[src/rtl/interp_pkg.sv]
package interp_pkg;
   localparam int OP_W = 2;

   typedef enum logic [OP_W-1:0] {
      OP_ADD  = 2'b00,
      OP_MUL  = 2'b01,
      OP_IDL2 = 2'b10,
      OP_IDL3 = 2'b11
   } op_e;

   typedef enum logic [1:0] {
      ST_FETCH = 2'b00,
      ST_ADD   = 2'b01,
      ST_MUL   = 2'b10
   } st_e;
endpackage

[src/rtl/interp_decode.sv]
module interp_decode
   import interp_pkg::*;
#(
   parameter int SEL_W = 2,
   localparam int IW   = OP_W + 3*SEL_W
) (
   input  logic [IW-1:0]    instr,
   output op_e              op,
   output logic [SEL_W-1:0] dst,
   output logic [SEL_W-1:0] src_a,
   output logic [SEL_W-1:0] src_b
);
   // Opcode sits at the top, then destination, first source, second source.
   always_comb begin
      op    = op_e'(instr[IW-1 -: OP_W]);
      dst   = instr[3*SEL_W-1 -: SEL_W];
      src_a = instr[2*SEL_W-1 -: SEL_W];
      src_b = instr[SEL_W-1:0];
   end
endmodule

[src/rtl/interp_regfile.sv]
module interp_regfile #(
   parameter int DATA_W = 8,
   parameter int SEL_W  = 2,
   localparam int NREG  = 1 << SEL_W
) (
   input  logic              clk,
   input  logic              rst,
   input  logic              we,
   input  logic [SEL_W-1:0]  wsel,
   input  logic [DATA_W-1:0] wdata,
   input  logic [SEL_W-1:0]  rsel_a,
   output logic [DATA_W-1:0] rdata_a,
   input  logic [SEL_W-1:0]  rsel_b,
   output logic [DATA_W-1:0] rdata_b,
   input  logic [SEL_W-1:0]  rsel_d,
   output logic [DATA_W-1:0] rdata_d
);
   logic [DATA_W-1:0] regs [NREG];

   for (genvar g = 0; g < NREG; g++) begin : g_reg
      always_ff @(posedge clk) begin
         if (rst)
            regs[g] <= '0;
         else if (we && (wsel == SEL_W'(g)))
            regs[g] <= wdata;
      end
   end

   assign rdata_a = regs[rsel_a];
   assign rdata_b = regs[rsel_b];
   assign rdata_d = regs[rsel_d];
endmodule

[src/rtl/interp_mulstep.sv]
module interp_mulstep #(
   parameter int DATA_W = 8
) (
   input  logic [DATA_W-1:0] acc_in,
   input  logic [DATA_W-1:0] mcand,
   input  logic              mbit,
   output logic [DATA_W-1:0] acc_out
);
   // One step of the MSB-first loop: double the partial sum, then add the
   // multiplicand when the current multiplier bit is set. Carries beyond
   // DATA_W drop out, so only the low byte of the product survives.
   logic [DATA_W-1:0] addend;

   always_comb begin
      addend  = mbit ? mcand : '0;
      acc_out = {acc_in[DATA_W-2:0], 1'b0} + addend;
   end
endmodule

[src/rtl/interp_core.sv]
module interp_core
   import interp_pkg::*;
#(
   parameter int DATA_W = 8,
   parameter int SEL_W  = 2,
   localparam int IW    = OP_W + 3*SEL_W,
   localparam int STEPS = DATA_W,
   localparam int CNT_W = $clog2(STEPS + 1)
) (
   input  logic              clk,
   input  logic              rst,
   input  logic              in_valid,
   output logic              in_ready,
   input  logic [IW-1:0]     in_instr,
   output logic              busy,
   input  logic [SEL_W-1:0]  dbg_sel,
   input  logic              dbg_we,
   input  logic [DATA_W-1:0] dbg_wdata,
   output logic [DATA_W-1:0] dbg_data
);
   if (DATA_W < 2) begin : g_bad_width
      $error("interp_core: DATA_W must be at least 2");
   end
   if (SEL_W < 1) begin : g_bad_sel
      $error("interp_core: SEL_W must be at least 1");
   end

   st_e               state;
   op_e               dec_op;
   logic [SEL_W-1:0]  dec_dst, dec_sa, dec_sb;
   logic [SEL_W-1:0]  dst_q;
   logic [DATA_W-1:0] opa_q, opb_q, acc_q;
   logic [CNT_W-1:0]  cnt_q;
   logic [DATA_W-1:0] rd_a, rd_b, step_out;
   logic              accept;
   logic              wb_we, rf_we;
   logic [DATA_W-1:0] wb_data, rf_wdata;
   logic [SEL_W-1:0]  rf_wsel;

   interp_decode #(.SEL_W(SEL_W)) i_dec (
      .instr (in_instr),
      .op    (dec_op),
      .dst   (dec_dst),
      .src_a (dec_sa),
      .src_b (dec_sb)
   );

   interp_regfile #(.DATA_W(DATA_W), .SEL_W(SEL_W)) i_rf (
      .clk     (clk),
      .rst     (rst),
      .we      (rf_we),
      .wsel    (rf_wsel),
      .wdata   (rf_wdata),
      .rsel_a  (dec_sa),
      .rdata_a (rd_a),
      .rsel_b  (dec_sb),
      .rdata_b (rd_b),
      .rsel_d  (dbg_sel),
      .rdata_d (dbg_data)
   );

   interp_mulstep #(.DATA_W(DATA_W)) i_step (
      .acc_in  (acc_q),
      .mcand   (opa_q),
      .mbit    (opb_q[DATA_W-1]),
      .acc_out (step_out)
   );

   assign in_ready = (state == ST_FETCH);
   assign busy     = (state != ST_FETCH);
   assign accept   = in_valid && in_ready;

   // Write-back port: the engine owns it while busy; debug writes only when idle.
   always_comb begin
      wb_we   = (state == ST_ADD) ||
                ((state == ST_MUL) && (cnt_q == CNT_W'(1)));
      wb_data = (state == ST_ADD) ? (opa_q + opb_q) : step_out;
      if (wb_we) begin
         rf_we    = 1'b1;
         rf_wsel  = dst_q;
         rf_wdata = wb_data;
      end else begin
         rf_we    = dbg_we && (state == ST_FETCH);
         rf_wsel  = dbg_sel;
         rf_wdata = dbg_wdata;
      end
   end

   always_ff @(posedge clk) begin
      if (rst) begin
         state <= ST_FETCH;
         dst_q <= '0;
         opa_q <= '0;
         opb_q <= '0;
         acc_q <= '0;
         cnt_q <= '0;
      end else begin
         unique case (state)
            ST_FETCH: begin
               if (accept) begin
                  dst_q <= dec_dst;
                  opa_q <= rd_a;
                  opb_q <= rd_b;
                  acc_q <= '0;
                  cnt_q <= CNT_W'(STEPS);
                  unique case (dec_op)
                     OP_ADD:  state <= ST_ADD;
                     OP_MUL:  state <= ST_MUL;
                     default: state <= ST_FETCH;
                  endcase
               end
            end
            ST_ADD: state <= ST_FETCH;
            ST_MUL: begin
               acc_q <= step_out;
               opb_q <= {opb_q[DATA_W-2:0], 1'b0};
               cnt_q <= cnt_q - CNT_W'(1);
               if (cnt_q == CNT_W'(1))
                  state <= ST_FETCH;
            end
            default: state <= ST_FETCH;
         endcase
      end
   end
endmodule

[config.mk]
export PLATFORM = sky130hd
export DESIGN_NAME = interp_core
export DESIGN_NICKNAME = d
export VERILOG_FILES = /design/src/rtl/interp_pkg.sv /design/src/rtl/interp_decode.sv /design/src/rtl/interp_regfile.sv /design/src/rtl/interp_mulstep.sv /design/src/rtl/interp_core.sv
export SDC_FILE = /design/constraint.sdc
export NUM_CORES = 1
export LEC_CHECK = 0
export CORE_AREA = 2 2 93 95
export CTS_CLUSTER_DIAMETER = 60
export DETAILED_ROUTE_END_ITERATION = 8
export DIE_AREA = 0 0 95 97
export PLACE_DENSITY = 0.69
export SYNTH_ARGS = -nofsm -noshare
export SYNTH_HDL_FRONTEND = slang
export SYNTH_HIERARCHICAL = 1
export SYNTH_SLANG_ARGS = --single-unit
[constraint.sdc]
create_clock -name clk -period 5.6 [get_ports clk]
set_clock_uncertainty 0.15 [all_clocks]
set_input_delay 0.56 -clock clk [delete_from_list [all_inputs] [get_ports clk]]
set_output_delay 0.56 -clock clk [all_outputs]
set_load 0.01 [all_outputs]
# Yosys cells after proc, flatten, opt, wreduce, memory -nomap -nowiden
# Memories as Yosys holds them, arrays and structs flattened. A register that Yosys moved wholly into a read port is not among the register bits.
# Cells that the tools add are included.
[totals]
mem_count = 1
latchBits = 0
output_inout_bits = 10
mem_bits_rw = 32
register_bits = 23
word_cells = 71
inputBits = 22
mem_bits_ro = 0
[memory_table]
columns = ["name", "words", "word_bits", "read_ports", "rd_clocked_by_memory_dff", "write_ports", "line_no", "source"]
rows = [
  ["i_rf.regs", 4, 8, 3, 1, 4, "interp_regfile.sv:18", "logic [DATA_W-1:0] regs [NREG];"],
]
[op_classes]
mux = 33
bitwise = 4
shift = 0
div = 0
order_cmp = 0
reduce_logical = 16
multipliers = 0
addsub = 3
n_eq_ne = 9
[op_table]
columns = ["cell", "count"]
rows = [
  ["two-way mux 8 bit", 8],
  ["adder 8 bit", 2],
  ["one-hot mux 8 bit (2 select lines)", 1],
  ["two-way mux 1 bit", 15],
  ["one-hot mux 7 bit (2 select lines)", 1],
  ["one-hot mux 2 bit (2 select lines)", 2],
  ["one-hot mux 4 bit (2 select lines)", 1],
  ["logical AND 1 bit", 7],
  ["two-way mux 7 bit", 1],
  ["equality test 2 x 1 -> 1 bit, second input constant", 3],
  ["equality test 2 bit, second input constant", 3],
  ["logical NOT 2 bit", 3],
  ["two-way mux 2 bit", 3],
  ["AND reduction 2 bit", 3],
  ["equality test 4 x 1 -> 1 bit, second input constant", 1],
  ["two-way mux 4 bit", 1],
  ["inequality test 2 x 1 -> 1 bit, second input constant", 2],
  ["bitwise OR 1 bit", 4],
  ["nonzero test 2 bit", 2],
  ["subtractor 4 x 1 -> 4 bit, second input constant", 1],
  ["logical OR 1 bit", 1],
]

# Longest topological paths before layout
[logic_depth]
depth_word = 10
depth_mapped = 14
ltp_nobuf = 14

# Hierarchy
# The synthesis kept the hierarchy.
[modules_own_cells]
columns = ["module", "instances", "cells_each", "area_per_inst_um2", "seq_area_each_um2"]
rows = [
  ["interp_core", 1, 239, 1856.8, 640.6],
  ["interp_regfile", 1, 116, 1810.5, 960.9],
  ["interp_mulstep", 1, 41, 307.8, 0.0],
  ["interp_decode", 1, 8, 60.1, 0.0],
]

# Worst setup path before layout
# No wires, ideal clock.
[synth_path]
kind = "register to register"
from = "reg cnt_q[0]"
to = "mem i_rf.regs[0][0] (enable)"
path_slack_ns = 2.842
required_ns = 5.075
n_path_buf = 1
period_less_slack_ns = 2.758
setup_ns = 0.375
arrival_ns = 2.233
stages_incl_launch_ff = 8
path_cell_list = "dfxtp_1 > ha_1 > nor3b_4 > a21oi_4 > mux2_4 > or2_2 > buf_2 > o21bai_1"
[synth_lines]
columns = ["item", "line_no", "source"]
rows = [
  ["from (decl)", "interp_core.sv:33", "logic [CNT_W-1:0] cnt_q;"],
  ["from (signal assigned)", "interp_core.sv:105", "cnt_q <= CNT_W'(STEPS);"],
  ["from (signal assigned)", "interp_core.sv:117", "cnt_q <= cnt_q - CNT_W'(1);"],
  ["to (decl)", "interp_regfile.sv:18", ""],
]

# Worst setup path after layout
[layout_path]
from = "in dbg_sel[0]"
to = "out dbg_data[5]"
[layout_between]
elab_chain_cells = 1
[layout_rtl]
columns = ["item", "line_no", "source"]
rows = [
  ["from (decl)", "interp_core.sv:16", "input logic [SEL_W-1:0] dbg_sel,"],
  ["memory (4 x 8 bit)", "-", ""],
  ["to (decl)", "interp_core.sv:19", "output logic [DATA_W-1:0] dbg_data"],
]
# No other way between the ends.

==> results.ini <==
[outcome]
status=finished clean

[floorplan]
dieWidth_um=95
io_pins=32
start_util=0.492
core_um2=8130
rows=33
dieHeight_um=97
dieArea_um2=9220

[drt]
vias=2951
drt-total-wl_mm=8.86
routedWlPerCell_um=17.0
firstDrtPassIters=5
drtIter0Drc=169
via_per_inst=5.66
post-route-drc-count=0
ant_nets=0

[placed_design]
post-place-ws_ns=2.37
dp.cells=505
place.gp.congestion=0.866
io_buffer_count=31
hpwl_mm=6.72

[final_layout]
diodes=0
layout.cells.non_filler=521
drive_gt1_frac=0.132
finalNetCount=450
area_growth_pct=10.8

[clock_tree]
clkSinkCount=63
cts_buffer_depth=2
post_cts.repair.setup_buffers=0
cts_tree=done
holdBufCountCts=0
clockRootBuffer=clkbuf_8
cts_buffers=9
post_cts_resized=0
insertion_delay_ns=0.34
path_clk_slew_ns=0.08
htreeDepth=3

[power]
seqPwrFrac=0.473
combPwrFrac=0.153
clockPowerShare=0.374
ir_drop_v=0.000188
p_switching_uw=292
intPower_uw=844
p_leak_nw=1.59
swShare=0.257
finalPower_mw=1.14
power.density_nw_per_um2=256

[logic_synthesis]
syn-num-nets=439
netlist_area_um2=4000
synthCells=400
yosys_warnings=6
syn_avg_cell_area_um2=10.0

[timing]
min_period_ns=3.21
fmax_mhz=311
slew_headroom=0.455
setup_viol=0
post-route-period-util=0.574
final_hold_viol_count=0
finalSetupTns_ns=0
worst_slack_ns=2.39
rsz0062_at_grt=false
worst_pin_slew_ns=0.815
slew_violations=0

[global_routing]
grt_pass1_wl_mm=15.0
grt_max_degree=29
groute.usage.overall=0.209
grt.overflow.total=0
first_global_vias=2967
antenna_found_initial=0

[hold_path]
hold_class=register to register

[worst_setup_path]
startpoint_type=primary input
critPathKind=primary input to output pin
required_ns=4.89
crit_path_max_fanout=9
worstSetupEndpointType=output pin
cp.arrival_ns=2.50

[job]
cap_violations=0

-- path summary, 6_finish.rpt --
check | from | depth (start not counted) | endpoint | slack (ns)
min | acc_q[0] | 2 | acc_q[0] | 0.33
min reg2reg | acc_q[0] | 2 | acc_q[0] | 0.33
max reg2reg | state[1] | 5 | i_rf/regs[0][3] | 2.39
max | dbg_sel[0] | 3 | dbg_data[5] | 2.39
-- routing by layer --
layer  GRT usage  part of all wire  up-vias
met1       0.285              0.44     1418
met5           0                 0        -
met2       0.341              0.50       70
li1            -                 -     1449
met4      0.0725             0.019        0
met3      0.0288             0.041       14
-- cell type report --
cell class                 count  area, µm²
multi-input combinational    292       2140
fill                         716       3700
tap                          105        131
sequential                    63       1580
timing repair buffer          32        318
clock buffer                   9        124
clock inverter                 7       87.6
inverter                      13       48.8
-- registers in the layout (all words and copies together) (netlist names) --
| name | flops |
|---|---|
| i_rf/regs | 32 |
| state | 2 |
| opa_q | 8 |
| acc_q | 7 |
| opb_q | 8 |
| dst_q | 2 |
| cnt_q | 4 |
-- layout by cell type (no fill, tap or decap), drive strengths merged, types with 3 or more instances in the layout --
cell type and count:
nand3 11, ha 15, clkbuf 9, dfxtp 31, nor2b 4, mux4 24
o21ai 17, a211oi 4, nand2 59, nor2 51, a21oi 40, and2 7
xnor2 7, nand2b 3, nand3b 8, clkdlybuf4s50 31, a22oi 11, o21bai 6
nor3 3, edfxtp 32, clkinv 3, inv 13
-- worst max-delay path, stage by stage --
cell and delay, ns:
clkdlybuf4s50_1 0.85, mux4_2 0.60, clkdlybuf4s50_1 0.50
-- power groups by stage --
stage | sequential (mW) | clock, mW | combinational, mW
final | 0.537 | 0.425 | 0.174
after global routing | 0.541 | 0.452 | 0.192
after CTS | 0.537 | 0.432 | 0.175
after detailed placement | 0.547 | 0 | 0.174
after global placement | 0.546 | 0 | 0.171
after floorplan | 0.535 | 0 | 0.135
-- metrics by stage --
step	utilization	cell area [µm²]	hold WS, ns
final	0.545	4430	0.329
after global routing	0.545	4430	0.350
after CTS	0.545	4430	0.330
after detailed placement	0.519	4220	0.319
after global placement	0.519	4220	0.308
after floorplan	-	4000	0.286
Note: power is estimated with default switching activity, not from simulation.
